File: src/rtl/wdk_pkg.sv
package wdk_pkg;
  typedef enum logic {
    KEY_WAIT = 1'b0,
    KEY_HALF = 1'b1
  } key_st_e;

  localparam logic [7:0] KEY_OPEN_DEF  = 8'h1E;
  localparam logic [7:0] KEY_CLOSE_DEF = 8'hE1;
  localparam int         CNT_W_DEF     = 14;
  localparam int         PULSE_DEF     = 96;
endpackage

File: src/rtl/wdk_key_seq.sv
module wdk_key_seq
  import wdk_pkg::*;
#(
  parameter logic [7:0] KEY_OPEN  = KEY_OPEN_DEF,
  parameter logic [7:0] KEY_CLOSE = KEY_CLOSE_DEF
) (
  input  logic       clk,
  input  logic       rst_n,
  input  logic       fire,
  input  logic [7:0] byte_in,
  output logic       seq_done,
  output logic       armed
);
  key_st_e st_q;

  assign seq_done = (st_q == KEY_HALF) && fire && (byte_in == KEY_CLOSE);

  always_ff @(posedge clk) begin
    if (!rst_n) begin
      st_q  <= KEY_WAIT;
      armed <= 1'b0;
    end else begin
      if (fire) begin
        if (st_q == KEY_WAIT)
          st_q <= (byte_in == KEY_OPEN) ? KEY_HALF : KEY_WAIT;
        else
          st_q <= KEY_WAIT;
      end
      if (seq_done)
        armed <= 1'b1;
    end
  end

  // enable is sticky until reset
  p_armed_sticky_r5: assert property (@(posedge clk) disable iff (!rst_n)
    armed |=> armed);

  // arming happens only on an accepted closing byte
  p_arm_on_close_r2: assert property (@(posedge clk) disable iff (!rst_n)
    $rose(armed) |-> $past(fire && byte_in == KEY_CLOSE));

  // a wrong second byte drops the partial key
  p_abandon_r3: assert property (@(posedge clk) disable iff (!rst_n)
    (st_q == KEY_HALF && fire && byte_in != KEY_CLOSE) |=> (st_q == KEY_WAIT));
endmodule

File: src/rtl/wdk_count.sv
module wdk_count #(
  parameter int CNT_W = wdk_pkg::CNT_W_DEF
) (
  input  logic             clk,
  input  logic             rst_n,
  input  logic             adv,
  input  logic             clr,
  output logic [CNT_W-1:0] cnt,
  output logic             wrap
);
  localparam logic [CNT_W-1:0] CNT_TOP = '1;

  assign wrap = adv && !clr && (cnt == CNT_TOP);

  always_ff @(posedge clk) begin
    if (!rst_n)
      cnt <= '0;
    else if (clr)
      cnt <= '0;
    else if (adv)
      cnt <= cnt + 1'b1;
  end

  // a service leaves the count at zero
  p_clear_zero_r6: assert property (@(posedge clk) disable iff (!rst_n)
    clr |=> (cnt == '0));

  // without an advance the count holds
  p_hold_r7: assert property (@(posedge clk) disable iff (!rst_n)
    (!adv && !clr) |=> $stable(cnt));
endmodule

File: src/rtl/wdk_pulse.sv
module wdk_pulse #(
  parameter int PULSE_CYC = wdk_pkg::PULSE_DEF
) (
  input  logic clk,
  input  logic rst_n,
  input  logic start,
  output logic busy
);
  localparam int PW = (PULSE_CYC > 1) ? $clog2(PULSE_CYC) : 1;
  localparam logic [PW-1:0] LAST = PW'(PULSE_CYC - 1);

  logic [PW-1:0] left_q;

  always_ff @(posedge clk) begin
    if (!rst_n) begin
      busy   <= 1'b0;
      left_q <= '0;
    end else if (start && !busy) begin
      busy   <= 1'b1;
      left_q <= LAST;
    end else if (busy) begin
      if (left_q == '0)
        busy <= 1'b0;
      else
        left_q <= left_q - 1'b1;
    end
  end

  // pulse keeps going while cycles remain
  p_pulse_hold_r8: assert property (@(posedge clk) disable iff (!rst_n)
    (busy && left_q != '0) |=> busy);

  // pulse ends after the last cycle
  p_pulse_end_r8: assert property (@(posedge clk) disable iff (!rst_n)
    (busy && left_q == '0 && !start) |=> !busy);

  // a start loads the full length
  p_pulse_load_r8: assert property (@(posedge clk) disable iff (!rst_n)
    (start && !busy) |=> (busy && left_q == LAST));
endmodule

File: src/rtl/keyed_watchdog.sv
module keyed_watchdog
  import wdk_pkg::*;
#(
  parameter int         CNT_W     = CNT_W_DEF,
  parameter int         PULSE_CYC = PULSE_DEF,
  parameter logic [7:0] KEY_OPEN  = KEY_OPEN_DEF,
  parameter logic [7:0] KEY_CLOSE = KEY_CLOSE_DEF
) (
  input  logic       clk,
  input  logic       rst_n,
  input  logic       tick_en,
  input  logic       idle_i,
  input  logic       pdown_i,
  input  logic       wr_valid,
  input  logic [7:0] wr_data,
  output logic       wr_ready,
  output logic       rst_out
);
  localparam logic [CNT_W-1:0] CNT_TOP = '1;

  logic             seq_done;
  logic             armed;
  logic             adv;
  logic             wrap;
  logic [CNT_W-1:0] cnt;

  assign wr_ready = 1'b1;

  wdk_key_seq #(
    .KEY_OPEN  (KEY_OPEN),
    .KEY_CLOSE (KEY_CLOSE)
  ) u_key (
    .clk      (clk),
    .rst_n    (rst_n),
    .fire     (wr_valid && wr_ready),
    .byte_in  (wr_data),
    .seq_done (seq_done),
    .armed    (armed)
  );

  // Power-down freezes; idle does not. Counting pauses for the pulse.
  assign adv = armed && tick_en && !pdown_i && !rst_out;

  wdk_count #(.CNT_W(CNT_W)) u_cnt (
    .clk   (clk),
    .rst_n (rst_n),
    .adv   (adv),
    .clr   (seq_done),
    .cnt   (cnt),
    .wrap  (wrap)
  );

  wdk_pulse #(.PULSE_CYC(PULSE_CYC)) u_pulse (
    .clk   (clk),
    .rst_n (rst_n),
    .start (wrap),
    .busy  (rst_out)
  );

  // no reset-out while disarmed
  p_quiet_unarmed_r1: assert property (@(posedge clk) disable iff (!rst_n)
    !armed |-> !rst_out);

  // a service on the wrap edge suppresses the pulse
  p_kick_wins_r9: assert property (@(posedge clk) disable iff (!rst_n)
    (seq_done && !rst_out) |=> !rst_out);

  // idle does not stop an armed, enabled counter
  p_idle_runs_r7: assert property (@(posedge clk) disable iff (!rst_n)
    (idle_i && armed && tick_en && !pdown_i && !rst_out && !seq_done && cnt != CNT_TOP)
      |=> (cnt == CNT_W'($past(cnt) + 1'b1)));

  // power-down freezes the count
  p_pdown_hold_r7: assert property (@(posedge clk) disable iff (!rst_n)
    (pdown_i && !seq_done) |=> $stable(cnt));

  // the port never stalls
  p_ready_r10: assert property (@(posedge clk) disable iff (!rst_n)
    wr_valid |-> wr_ready);
endmodule

File: config.mk
export PLATFORM = sky130hd
export DESIGN_NAME = keyed_watchdog
export DESIGN_NICKNAME = d
export VERILOG_FILES = /design/src/rtl/wdk_pkg.sv /design/src/rtl/wdk_key_seq.sv /design/src/rtl/wdk_count.sv /design/src/rtl/wdk_pulse.sv /design/src/rtl/keyed_watchdog.sv
export SDC_FILE = /design/constraint.sdc
export NUM_CORES = 1
export LEC_CHECK = 0
export ABC_AREA = 1
export CORE_MARGIN = 5
export CORE_UTILIZATION = 59
export DETAILED_ROUTE_END_ITERATION = 8
export PLACE_DENSITY = 0.83
export SLEW_MARGIN = 20
export SYNTH_ARGS = -nofsm -noshare
export SYNTH_HDL_FRONTEND = slang
export SYNTH_SLANG_ARGS = --single-unit
File: constraint.sdc
create_clock -name clk -period 3.45 [get_ports clk]
set_input_delay 0.69 -clock clk [delete_from_list [all_inputs] [get_ports clk]]
set_output_delay 0.69 -clock clk [all_outputs]
set_load 0.02 [all_outputs]
==> impl_metrics.xml, run 1 <==
<?xml version="1.0" encoding="UTF-8"?>
<metrics>
  <group name="outcome">
    <metric name="status" unit="">complete, no violations</metric>
  </group>
  <group name="timing">
    <metric name="fin_skew" unit="ps">4.96</metric>
    <metric name="report.final.hold_viol_count" unit="">0</metric>
    <metric name="timing_max_transition_violations_final" unit="">0</metric>
    <metric name="period_needed" unit="ps">2110</metric>
    <metric name="grt_setup_unrepaired" unit="">false</metric>
    <metric name="timing.final.crit_share" unit="%">61.1</metric>
    <metric name="final-setup-viol-count" unit="">0</metric>
    <metric name="max_freq" unit="MHz">474</metric>
    <metric name="setup_tns" unit="ps">0</metric>
    <metric name="final_worst_slack" unit="ps">1340</metric>
  </group>
  <group name="routing">
    <metric name="firstDrtPassIters" unit="">4</metric>
    <metric name="route.detailed.wl_per_inst" unit="um">10.3</metric>
    <metric name="post_drt_via_cell_ratio" unit="">5.07</metric>
    <metric name="wirelength" unit="um">2650</metric>
    <metric name="drtAntennaViolNets" unit="">0</metric>
    <metric name="drt_iter0_markers" unit="">60</metric>
    <metric name="drt_drc_violations_left" unit="">0</metric>
    <metric name="vias" unit="">1304</metric>
  </group>
  <group name="placement">
    <metric name="dpl.hpwl" unit="um">2140</metric>
    <metric name="postPlaceCellArea" unit="um^2">1590</metric>
    <metric name="routabilityCongestion" unit="">0.891</metric>
    <metric name="dp_slack" unit="ps">1280</metric>
    <metric name="io_buffer_count" unit="">13</metric>
  </group>
  <group name="logic_synthesis">
    <metric name="synth_largest_type_area_fraction" unit="%">33.5</metric>
    <metric name="netlist_top_cells_area" unit="">dfxtp_1 (33%), nand2_1 (13%), inv_1 (9.9%)</metric>
    <metric name="synth-seq-area-share" unit="%">33.5</metric>
    <metric name="post_synth_instance_area" unit="um^2">1440</metric>
    <metric name="ys_types" unit="">28</metric>
    <metric name="synth-warning-count" unit="">0</metric>
    <metric name="syn_avg_cell_area" unit="um^2">6.74</metric>
    <metric name="postSynthCellCount" unit="">213</metric>
    <metric name="synth_top_area_cell" unit="">dfxtp_1</metric>
    <metric name="postSynthNetCount" unit="">230</metric>
    <metric name="ys_ff_latch" unit="">24</metric>
  </group>
  <group name="clock_tree">
    <metric name="worstSkewPairLatency" unit="ps">320</metric>
    <metric name="post_cts_resize_count" unit="">0</metric>
    <metric name="cts_hold_buf" unit="">0</metric>
    <metric name="tritoncts.num_buffers" unit="">3</metric>
    <metric name="cts_tree" unit="">done</metric>
    <metric name="cts_clock_pin_slew_for_the_worst_setup_and_hold_paths" unit="ps">130</metric>
    <metric name="cts_sinks" unit="">24</metric>
    <metric name="post-cts-setup-buffers" unit="">0</metric>
    <metric name="clk_root_buffer_cell" unit="">clkbuf_4</metric>
    <metric name="cts-htree-levels" unit="">1</metric>
    <metric name="cts.path.max_buffers" unit="">2</metric>
  </group>
  <group name="critical_path">
    <metric name="critPathCaptureType" unit="">output port</metric>
    <metric name="critPathMaxStageDelay" unit="ps">640</metric>
    <metric name="crit_path_start_kind" unit="">register</metric>
    <metric name="crit_slowest_cell" unit="">clkdlybuf4s50_1</metric>
    <metric name="worst-path-max-fanout" unit="">5</metric>
    <metric name="worstPathBufferInverterCount" unit="">1</metric>
    <metric name="critical_path.cell_chain" unit="">clkdlybuf4s50_1</metric>
    <metric name="worst_ep_arrival_time" unit="ps">1420</metric>
    <metric name="worst_path_top_cell_family_by_delay" unit="">buffers and inverters</metric>
    <metric name="critical_path_class" unit="">reg -&gt; out</metric>
    <metric name="worst-endpoint-required" unit="ps">2760</metric>
  </group>
  <group name="global_route">
    <metric name="antenna_found_initial" unit="">0</metric>
    <metric name="first_pass_grt_wire_length" unit="um">4840</metric>
    <metric name="grt_max_degree" unit="">14</metric>
    <metric name="overflow" unit="">0</metric>
    <metric name="grt_pass1_vias" unit="">1225</metric>
    <metric name="grt_use_total" unit="%">17.6</metric>
  </group>
  <group name="pwr">
    <metric name="pwr_per_cell_area" unit="nW/um^2">282</metric>
    <metric name="p_leak" unit="nW">0.746</metric>
    <metric name="switchingPower" unit="uW">102</metric>
    <metric name="seq_power_share" unit="%">60.4</metric>
    <metric name="combinationalPowerShare" unit="%">6.7</metric>
    <metric name="swShare" unit="%">22.2</metric>
    <metric name="p_int" unit="uW">357</metric>
    <metric name="p_clk_share" unit="%">33.0</metric>
    <metric name="post-layout-total-power" unit="uW">459</metric>
    <metric name="peakVddDrop" unit="uV">242</metric>
  </group>
  <group name="layout">
    <metric name="multiInputGateArea" unit="um^2">795</metric>
    <metric name="antenna_cells_inserted" unit="">0</metric>
    <metric name="final-seq-area" unit="um^2">480</metric>
    <metric name="finalInstanceArea" unit="um^2">1630</metric>
    <metric name="areaGrowthSynthToFinish" unit="%">13.5</metric>
    <metric name="drive_gt1_share" unit="%">10.9</metric>
    <metric name="final.fill_count" unit="">180</metric>
    <metric name="final_net_count" unit="">247</metric>
  </group>
  <group name="floorplan">
    <metric name="chipHeight" unit="um">59.3</metric>
    <metric name="std_cell_rows" unit="">17</metric>
    <metric name="initial_core_util" unit="%">63.1</metric>
    <metric name="placeableCoreArea" unit="um^2">2280</metric>
    <metric name="floorplan.io_pins" unit="">16</metric>
    <metric name="die-width" unit="um">59.3</metric>
    <metric name="floorplan.die_area" unit="um^2">3520</metric>
  </group>
  <group name="hold_path">
    <metric name="hp-class" unit="">reg -&gt; reg</metric>
  </group>
  <group name="run">
    <metric name="drv.max_cap_violation_count" unit="">0</metric>
  </group>
</metrics>
Yosys cell counts (all sizes together):
cell type / instances
buf: 1
nand2: 57
or2: 1
nand4: 5
o21ai: 6
a211oi: 1
ha: 3
conb: 1
xor2: 2
nor2: 34
inv: 40
nand3: 14
nand3b: 1
dfxtp: 24
o211ai: 1
nor3: 6
a21oi: 14
xnor2: 2
state kept, by name (all words and copies together), names as in the netlist:
register        flops
u_cnt.cnt          14
u_key.armed         1
u_key.st_q          1
u_pulse.busy        1
u_pulse.left_q      7
per-layer routing:
metal / track usage (%) / share of wire (%) / vias up / wire [um]
met1: 19.6 / 45 / 589 / 1190
met4: 8.09 / 2.0 / 0 / 53
li1: - / - / 689 / -
met2: 32.0 / 50 / 21 / 1330
met3: 3.27 / 2.9 / 5 / 77
met5: 0 / 0 / - / 0
cells in the final DEF, fill, tap and decap left out, types with 4 or more instances in the layout:
cell type        instances
inv_1                   38
nand2_1                 51
clkdlybuf4s50_1         13
dfxtp_1                 24
nor2_1                  25
nor3_1                   6
a21oi_1                 14
nand3_1                 13
nand2_2                  4
nor2_4                   6
worst reg2reg max path: stages, from the launching register on:
cell	delay [ps]
dfxtp_1	350
inv_1	80
ha_1	200
nand2_1	120
nor2_4	60
nor2_4	200
nand2_1	90
nand2_1	60
nand2_1	50
nor2_1	90
nor2_1	50
worst paths after layout:
check                                  from                        endpoint  slack, ps  cells after the start
max                 u_pulse.busy$_SDFF_PN0_                         rst_out       1340                      1
min                u_key.armed$_SDFFE_PN0P_        u_key.armed$_SDFFE_PN0P_        470                      2
max reg2reg  u_pulse.left_q[0]$_SDFFE_PN0P_  u_pulse.left_q[2]$_SDFFE_PN0P_       1990                     10
min reg2reg        u_key.armed$_SDFFE_PN0P_        u_key.armed$_SDFFE_PN0P_        470                      2
metrics by stage:
stage | std cells | hold slack, ps | utilization [%]
finish | 257 | 471 | 71.6
global route | 257 | 502 | 71.6
CTS | 257 | 472 | 71.6
detailed placement | 253 | 453 | 70.0
global placement | 253 | 448 | 70.0
floorplan | 213 | 434 | -
cells by family after synthesis:
family | Yosys count | synth area share (%)
AND/OR/NAND/NOR | 118 | 42.0
buffers and inverters | 41 | 11.2
flip-flops | 24 | 33.5
AO/OA/AOI/OAI | 22 | 8.02
XOR/XNOR | 4 | 2.44
adder cells (fa/ha/maj) | 3 | 2.62
other | 1 | 0.261
cell type report:
| type | instances | share of cell area [%] |
|---|---|---|
| Timing Repair Buffer | 13 | 7.99 |
| Multi-Input combinational cell | 148 | 48.8 |
| Clock buffer | 4 | 2.23 |
| Sequential cell | 24 | 29.5 |
| Tap cell | 28 | 2.15 |
| Inverter | 40 | 9.37 |
power groups by stage:
stage / combinational, mW / sequential (mW) / clock [mW]
final: 0.0306 / 0.277 / 0.151
after global routing: 0.0335 / 0.277 / 0.169
after CTS: 0.0304 / 0.277 / 0.157
after detailed placement: 0.0303 / 0.283 / 0
after global placement: 0.0295 / 0.283 / 0
after floorplan: 0.0129 / 0.283 / 0
Note: power is estimated with default switching activity, not from simulation.
==> inputs of run 2 (changes only) <==
- CORE_ASPECT_RATIO: unset -> 2
- CORE_UTILIZATION: 59 -> 55
- PLACE_DENSITY: 0.83 -> 0.78
- clock period: 3.45 -> 2.2 ns (I/O delays scaled with it)
==> impl_metrics.xml, run 2 (same netlist as run 1, synthesis figures left out) <==
<?xml version="1.0" encoding="UTF-8"?>
<metrics>
  <group name="clock_tree">
    <metric name="cts_hold_buf" unit="">0</metric>
    <metric name="cts_tree" unit="">done</metric>
    <metric name="cts_sinks" unit="">24</metric>
    <metric name="cts-htree-levels" unit="">1</metric>
    <metric name="post-cts-setup-buffers" unit="">0</metric>
    <metric name="worstSkewPairLatency" unit="ps">270</metric>
    <metric name="clk_root_buffer_cell" unit="">clkbuf_8</metric>
    <metric name="post_cts_resize_count" unit="">0</metric>
    <metric name="cts.path.max_buffers" unit="">2</metric>
    <metric name="cts_clock_pin_slew_for_the_worst_setup_and_hold_paths" unit="ps">80</metric>
    <metric name="tritoncts.num_buffers" unit="">3</metric>
  </group>
  <group name="critical_path">
    <metric name="critical_path_class" unit="">reg -&gt; out</metric>
    <metric name="r2r_start" unit="">u_pulse.left_q[0]$_SDFFE_PN0P_</metric>
    <metric name="worst-endpoint-required" unit="ps">1760</metric>
    <metric name="crit_path_start_kind" unit="">register</metric>
    <metric name="rr_worst_depth" unit="">10</metric>
    <metric name="worst_path_top_cell_family_by_delay" unit="">buffers and inverters</metric>
    <metric name="critical_path.cell_chain" unit="">clkdlybuf4s50_1</metric>
    <metric name="worstPathBufferInverterCount" unit="">1</metric>
    <metric name="worst-path-max-fanout" unit="">5</metric>
    <metric name="reg2reg_slack" unit="ps">750</metric>
    <metric name="regToRegEndpoint" unit="">u_pulse.left_q[2]$_SDFFE_PN0P_</metric>
    <metric name="critPathCaptureType" unit="">output port</metric>
    <metric name="worst_ep_arrival_time" unit="ps">1340</metric>
    <metric name="critPathMaxStageDelay" unit="ps">640</metric>
    <metric name="crit_slowest_cell" unit="">clkdlybuf4s50_1</metric>
  </group>
  <group name="placement">
    <metric name="dp_slack" unit="ps">245</metric>
    <metric name="postPlaceCellArea" unit="um^2">1590</metric>
    <metric name="io_buffer_count" unit="">13</metric>
    <metric name="dpl.hpwl" unit="um">2280</metric>
    <metric name="routabilityCongestion" unit="">0.763</metric>
  </group>
  <group name="global_route">
    <metric name="first_pass_grt_wire_length" unit="um">4890</metric>
    <metric name="grt_pass1_vias" unit="">1221</metric>
    <metric name="overflow" unit="">0</metric>
    <metric name="antenna_found_initial" unit="">0</metric>
    <metric name="grt_max_degree" unit="">14</metric>
    <metric name="grt_use_total" unit="%">17.4</metric>
  </group>
  <group name="pwr">
    <metric name="peakVddDrop" unit="uV">465</metric>
    <metric name="post-layout-total-power" unit="uW">786</metric>
    <metric name="pwr_per_cell_area" unit="nW/um^2">477</metric>
    <metric name="p_leak" unit="nW">0.754</metric>
  </group>
  <group name="hold_path">
    <metric name="whs_endpoint" unit="">u_key.st_q$_SDFFE_PN0P_</metric>
    <metric name="worst_hold_startpoint" unit="">u_key.st_q$_SDFFE_PN0P_</metric>
    <metric name="hp-class" unit="">reg -&gt; reg</metric>
    <metric name="min_path_cells" unit="">2</metric>
  </group>
  <group name="floorplan">
    <metric name="placeableCoreArea" unit="um^2">2540</metric>
    <metric name="die-width" unit="um">46.1</metric>
    <metric name="chipHeight" unit="um">82.2</metric>
    <metric name="initial_core_util" unit="%">56.6</metric>
    <metric name="floorplan.die_area" unit="um^2">3790</metric>
    <metric name="std_cell_rows" unit="">26</metric>
    <metric name="floorplan.io_pins" unit="">16</metric>
  </group>
  <group name="layout">
    <metric name="final-seq-area" unit="um^2">480</metric>
    <metric name="final_net_count" unit="">247</metric>
    <metric name="finalInstanceArea" unit="um^2">1650</metric>
    <metric name="largest_reg_flops" unit="">14</metric>
    <metric name="regMostFlops" unit="">u_cnt.cnt</metric>
    <metric name="antenna_cells_inserted" unit="">0</metric>
    <metric name="post-route-util" unit="%">64.9</metric>
    <metric name="mostFrequentLayoutCell" unit="">nand2_1</metric>
    <metric name="drive_gt1_share" unit="%">10.9</metric>
    <metric name="most_frequent_cells_in_the_layout" unit="">nand2_1 (51), inv_1 (38), nor2_1 (25)</metric>
    <metric name="multiInputGateArea" unit="um^2">795</metric>
    <metric name="final.fill_count" unit="">242</metric>
    <metric name="areaGrowthSynthToFinish" unit="%">14.8</metric>
    <metric name="reg.largest.list" unit="">u_cnt.cnt: 14 flops, u_pulse.left_q: 7 flops</metric>
  </group>
  <group name="timing">
    <metric name="timing_max_transition_violations_final" unit="">0</metric>
    <metric name="grt_setup_unrepaired" unit="">false</metric>
    <metric name="final_worst_slack" unit="ps">416</metric>
    <metric name="setup_tns" unit="ps">0</metric>
    <metric name="report.final.hold_viol_count" unit="">0</metric>
    <metric name="final-setup-viol-count" unit="">0</metric>
    <metric name="max_freq" unit="MHz">560</metric>
    <metric name="timing.final.crit_share" unit="%">81.1</metric>
    <metric name="fin_skew" unit="ps">4.65</metric>
    <metric name="period_needed" unit="ps">1780</metric>
  </group>
  <group name="routing">
    <metric name="drtAntennaViolNets" unit="">0</metric>
    <metric name="post_drt_via_cell_ratio" unit="">4.84</metric>
    <metric name="wirelength" unit="um">2760</metric>
    <metric name="route.detailed.wl_per_inst" unit="um">10.8</metric>
    <metric name="drt_drc_violations_left" unit="">0</metric>
    <metric name="firstDrtPassIters" unit="">2</metric>
    <metric name="drt_iter0_markers" unit="">17</metric>
    <metric name="vias" unit="">1243</metric>
  </group>
  <group name="outcome">
    <metric name="status" unit="">complete, no violations</metric>
  </group>
  <group name="run">
    <metric name="drv.max_cap_violation_count" unit="">0</metric>
  </group>
</metrics>
run 2: cell types whose count changed in the layout (fill, tap and decap cells not counted):
cell	previous run	this run
clkbuf_8	1	4
clkbuf_4	3	0
run 2: final cells by class:
| class | count | area share [%] |
|---|---|---|
| Multi-Input combinational cell | 148 | 48.2 |
| Sequential cell | 24 | 29.2 |
| Clock buffer | 4 | 3.34 |
| Tap cell | 28 | 2.13 |
| Inverter | 40 | 9.26 |
| Timing Repair Buffer | 13 | 7.90 |
run 2: per-stage QoR:
stage	std cells	hold WS, ps
2_1_floorplan	213	434
6_report	257	464
3_5_place_dp	253	454
4_1_cts	257	468
5_1_grt	257	490
3_3_place_gp	253	446
run 2: worst min-delay path, delay by kind of cell, from the launching register on:
family	cells	cell delay (ps)
AO/OA/AOI/OAI	1	60
flip-flops	1	320
buffers and inverters	1	50
run 2: worst max path at each step:
stage                     depth (start not counted)                           start                        endpoint  slack (ps)
after floorplan                                  10  u_pulse.left_q[0]$_SDFFE_PN0P_  u_pulse.left_q[3]$_SDFFE_PN0P_         910
after global placement                            8                      wr_data[6]       u_cnt.cnt[7]$_SDFFE_PP0P_         280
after detailed placement                          8                      wr_data[7]       u_cnt.cnt[7]$_SDFFE_PP0P_         240
after CTS                                         1         u_pulse.busy$_SDFF_PN0_                         rst_out         400
after global routing                              1         u_pulse.busy$_SDFF_PN0_                         rst_out         350
final                                             1         u_pulse.busy$_SDFF_PN0_                         rst_out         420
run 2: routing by layer:
| layer | vias up | share of wire [%] | GRT usage (%) |
|---|---|---|---|
| li1 | 689 | - | - |
| met1 | 543 | 37 | 16.5 |
| met4 | 0 | 2.2 | 8.55 |
| met5 | - | 0 | 0 |
| met3 | 5 | 1.3 | 1.95 |
| met2 | 6 | 60 | 34.0 |
run 2: power breakdown:
group	total, mW	leakage, nW	switching [mW]	internal (mW)
logic	0.0476	0.532	0.0229	0.0247
registers	0.434	0.193	0.0000198	0.434
clock network	0.304	0.0288	0.144	0.160
==> inputs of run 3 (changes only) <==
- CORE_UTILIZATION: 55 -> 50
- PLACE_DENSITY: 0.78 -> 0.75
- clock period: 2.2 -> 1.4 ns (I/O delays scaled with it)
==> impl_metrics.xml, run 3 (same netlist as run 1, synthesis figures left out) <==
<?xml version="1.0" encoding="UTF-8"?>
<metrics>
  <group name="floorplan">
    <metric name="floorplan.die_area" unit="um^2">4110</metric>
    <metric name="floorplan.io_pins" unit="">16</metric>
    <metric name="initial_core_util" unit="%">51.8</metric>
    <metric name="placeableCoreArea" unit="um^2">2770</metric>
    <metric name="die-width" unit="um">47.9</metric>
    <metric name="chipHeight" unit="um">85.8</metric>
    <metric name="std_cell_rows" unit="">27</metric>
  </group>
  <group name="pwr">
    <metric name="p_leak" unit="nW">0.943</metric>
    <metric name="post-layout-total-power" unit="mW">1.26</metric>
    <metric name="peakVddDrop" unit="uV">601</metric>
    <metric name="pwr_per_cell_area" unit="nW/um^2">636</metric>
  </group>
  <group name="layout">
    <metric name="final.fill_count" unit="">237</metric>
    <metric name="final_net_count" unit="">276</metric>
    <metric name="mostFrequentLayoutCell" unit="">nand2_1</metric>
    <metric name="areaGrowthSynthToFinish" unit="%">37.7</metric>
    <metric name="antenna_cells_inserted" unit="">0</metric>
    <metric name="largest_reg_flops" unit="">14</metric>
    <metric name="regMostFlops" unit="">u_cnt.cnt</metric>
    <metric name="reg.largest.list" unit="">u_cnt.cnt: 14 flops, u_pulse.left_q: 7 flops</metric>
    <metric name="drive_gt1_share" unit="%">29.8</metric>
    <metric name="most_frequent_cells_in_the_layout" unit="">nand2_1 (49), inv_1 (35), buf_4 (26)</metric>
  </group>
  <group name="clock_tree">
    <metric name="clk_root_buffer_cell" unit="">clkbuf_8</metric>
    <metric name="worstSkewPairLatency" unit="ps">270</metric>
    <metric name="cts_sinks" unit="">24</metric>
    <metric name="cts.path.max_buffers" unit="">2</metric>
    <metric name="cts_clock_pin_slew_for_the_worst_setup_and_hold_paths" unit="ps">90</metric>
    <metric name="cts_hold_buf" unit="">0</metric>
    <metric name="tritoncts.num_buffers" unit="">3</metric>
    <metric name="cts-htree-levels" unit="">1</metric>
    <metric name="cts_tree" unit="">done</metric>
  </group>
  <group name="placement">
    <metric name="dp_slack" unit="ps">-263</metric>
    <metric name="routabilityCongestion" unit="">0.798</metric>
    <metric name="dpl.hpwl" unit="um">2460</metric>
    <metric name="io_buffer_count" unit="">13</metric>
  </group>
  <group name="critical_path">
    <metric name="crit_slowest_cell" unit="">dfxtp_1</metric>
    <metric name="worst-endpoint-required" unit="ps">1600</metric>
    <metric name="worst_path_top_cell_family_by_delay" unit="">simple AND/OR/NAND/NOR gates</metric>
    <metric name="reg2reg_slack" unit="ps">10</metric>
    <metric name="worstPathBufferInverterCount" unit="">2</metric>
    <metric name="critPathMaxStageDelay" unit="ps">350</metric>
    <metric name="critPathCaptureType" unit="">register</metric>
    <metric name="crit_path_start_kind" unit="">register</metric>
    <metric name="critPathMostFrequentCell" unit="">nor2_4</metric>
    <metric name="worst-path-max-fanout" unit="">5</metric>
    <metric name="r2r_start" unit="">u_pulse.left_q[2]$_SDFFE_PN0P_</metric>
    <metric name="critical_path_class" unit="">reg -&gt; reg</metric>
    <metric name="regToRegEndpoint" unit="">u_pulse.left_q[0]$_SDFFE_PN0P_</metric>
    <metric name="critical_path.cell_chain" unit="">nor2_2 -&gt; nand2_2 -&gt; nor2_4 -&gt; nor2_4 -&gt; buf_6 -&gt; buf_4 -&gt; xor2_2 -&gt; a21oi_1</metric>
    <metric name="worst_ep_arrival_time" unit="ps">1590</metric>
    <metric name="rr_worst_depth" unit="">8</metric>
  </group>
  <group name="routing">
    <metric name="drtAntennaViolNets" unit="">0</metric>
    <metric name="wirelength" unit="um">3430</metric>
    <metric name="route.detailed.wl_per_inst" unit="um">12.0</metric>
    <metric name="drt_drc_violations_left" unit="">0</metric>
    <metric name="drt_iter0_markers" unit="">22</metric>
    <metric name="vias" unit="">1428</metric>
    <metric name="post_drt_via_cell_ratio" unit="">4.98</metric>
    <metric name="firstDrtPassIters" unit="">4</metric>
  </group>
  <group name="global_route">
    <metric name="grt_pass1_vias" unit="">1453</metric>
    <metric name="grt_use_total" unit="%">18.8</metric>
    <metric name="overflow" unit="">0</metric>
    <metric name="grt_max_degree" unit="">14</metric>
    <metric name="antenna_found_initial" unit="">0</metric>
    <metric name="first_pass_grt_wire_length" unit="um">5700</metric>
  </group>
  <group name="timing">
    <metric name="timing_max_transition_violations_final" unit="">0</metric>
    <metric name="timing.final.crit_share" unit="%">99.1</metric>
    <metric name="final.hold.worst_slack" unit="ps">461</metric>
    <metric name="final_worst_slack" unit="ps">12.7</metric>
    <metric name="fin_skew" unit="ps">4.45</metric>
    <metric name="final-setup-viol-count" unit="">0</metric>
    <metric name="grt_setup_unrepaired" unit="">true</metric>
    <metric name="report.final.hold_viol_count" unit="">0</metric>
    <metric name="period_needed" unit="ps">1390</metric>
    <metric name="max_freq" unit="MHz">721</metric>
  </group>
  <group name="hold_path">
    <metric name="min_path_cells" unit="">2</metric>
    <metric name="whs_endpoint" unit="">u_key.st_q$_SDFFE_PN0P_</metric>
    <metric name="hp-class" unit="">reg -&gt; reg</metric>
    <metric name="worst_hold_startpoint" unit="">u_key.st_q$_SDFFE_PN0P_</metric>
  </group>
  <group name="outcome">
    <metric name="status" unit="">complete, no violations</metric>
  </group>
  <group name="run">
    <metric name="drv.max_cap_violation_count" unit="">0</metric>
  </group>
</metrics>
[run 3: changes by cell type in the layout (fill, tap and decap cells not counted), moves of 3 or more]
cell	before	now
buf_4	0	26
dfxtp_1	24	18
dfxtp_2	0	5
nand3_1	13	9
nand3_2	0	4
clkdlybuf4s50_1	13	10
ha_1	3	0
inv_1	38	35
inv_2	1	4
nor2_1	25	22
[run 3: what timing repair did]
action,CTS,global route
resized for setup,11,25
buffers inserted,6,7
endpoints found under the setup margin,6,23
pin swaps,6,14
[run 3: routing by layer]
layer / track usage (%) / vias to the layer above / wire length (um)
li1: - / 747 / -
met1: 16.0 / 656 / 1170
met2: 37.4 / 14 / 2090
met3: 2.10 / 11 / 51
met4: 8.58 / 0 / 119
met5: 0 / - / 0
[run 3: cell type report]
cell class / count / area [um^2] / area share, %
inverters: 40 / 153 / 7.73
well taps: 29 / 36.3 / 1.84
repair buffers: 42 / 358 / 18.1
flip-flops and latches: 24 / 490 / 24.8
clock buffers: 4 / 55.1 / 2.79
multi-input cells: 148 / 883 / 44.7
[run 3: worst reg2reg max path, stage by stage (launching register included)]
cell     delay [ps]
dfxtp_1         350
nor2_2          180
nand2_2         110
nor2_4          130
nor2_4           50
buf_6           120
buf_4           130
xor2_2          130
a21oi_1         120
[run 3: through the flow]
| step | cell area (um^2) | util (%) | setup TNS [ps] | cells |
|---|---|---|---|---|
| after floorplan | 1440 | - | 0 | 213 |
| after global routing | 1980 | 71.3 | -56.6 | 287 |
| final | 1980 | 71.3 | 0 | 287 |
| after detailed placement | 1710 | 61.9 | -5320 | 270 |
| after global placement | 1710 | 61.9 | -4770 | 270 |
| after CTS | 1820 | 65.9 | 0 | 280 |
[run 3: worst max path at each step]
stage          cells past startpoint                            from                              to  slack [ps]
3_5_place_dp                       9                      wr_data[6]  u_pulse.left_q[6]$_SDFFE_PN0P_        -260
2_1_floorplan                     10  u_pulse.left_q[0]$_SDFFE_PN0P_  u_pulse.left_q[3]$_SDFFE_PN0P_         110
4_1_cts                           10  u_pulse.left_q[1]$_SDFFE_PN0P_  u_pulse.left_q[4]$_SDFFE_PN0P_         0.7
6_report                           8  u_pulse.left_q[2]$_SDFFE_PN0P_  u_pulse.left_q[0]$_SDFFE_PN0P_          10
3_3_place_gp                       9                      wr_data[6]  u_pulse.left_q[6]$_SDFFE_PN0P_        -250
5_1_grt                            9  u_pulse.left_q[2]$_SDFFE_PN0P_  u_pulse.left_q[4]$_SDFFE_PN0P_         -40
[run 3: power breakdown]
part | total, mW | internal, mW | leakage, nW | switching, mW
sequential | 0.680 | 0.680 | 0.197 | 0.0000301
combinational | 0.0957 | 0.0525 | 0.717 | 0.0432
clock | 0.481 | 0.252 | 0.0288 | 0.229
total | 1.26 | 0.984 | 0.943 | 0.272
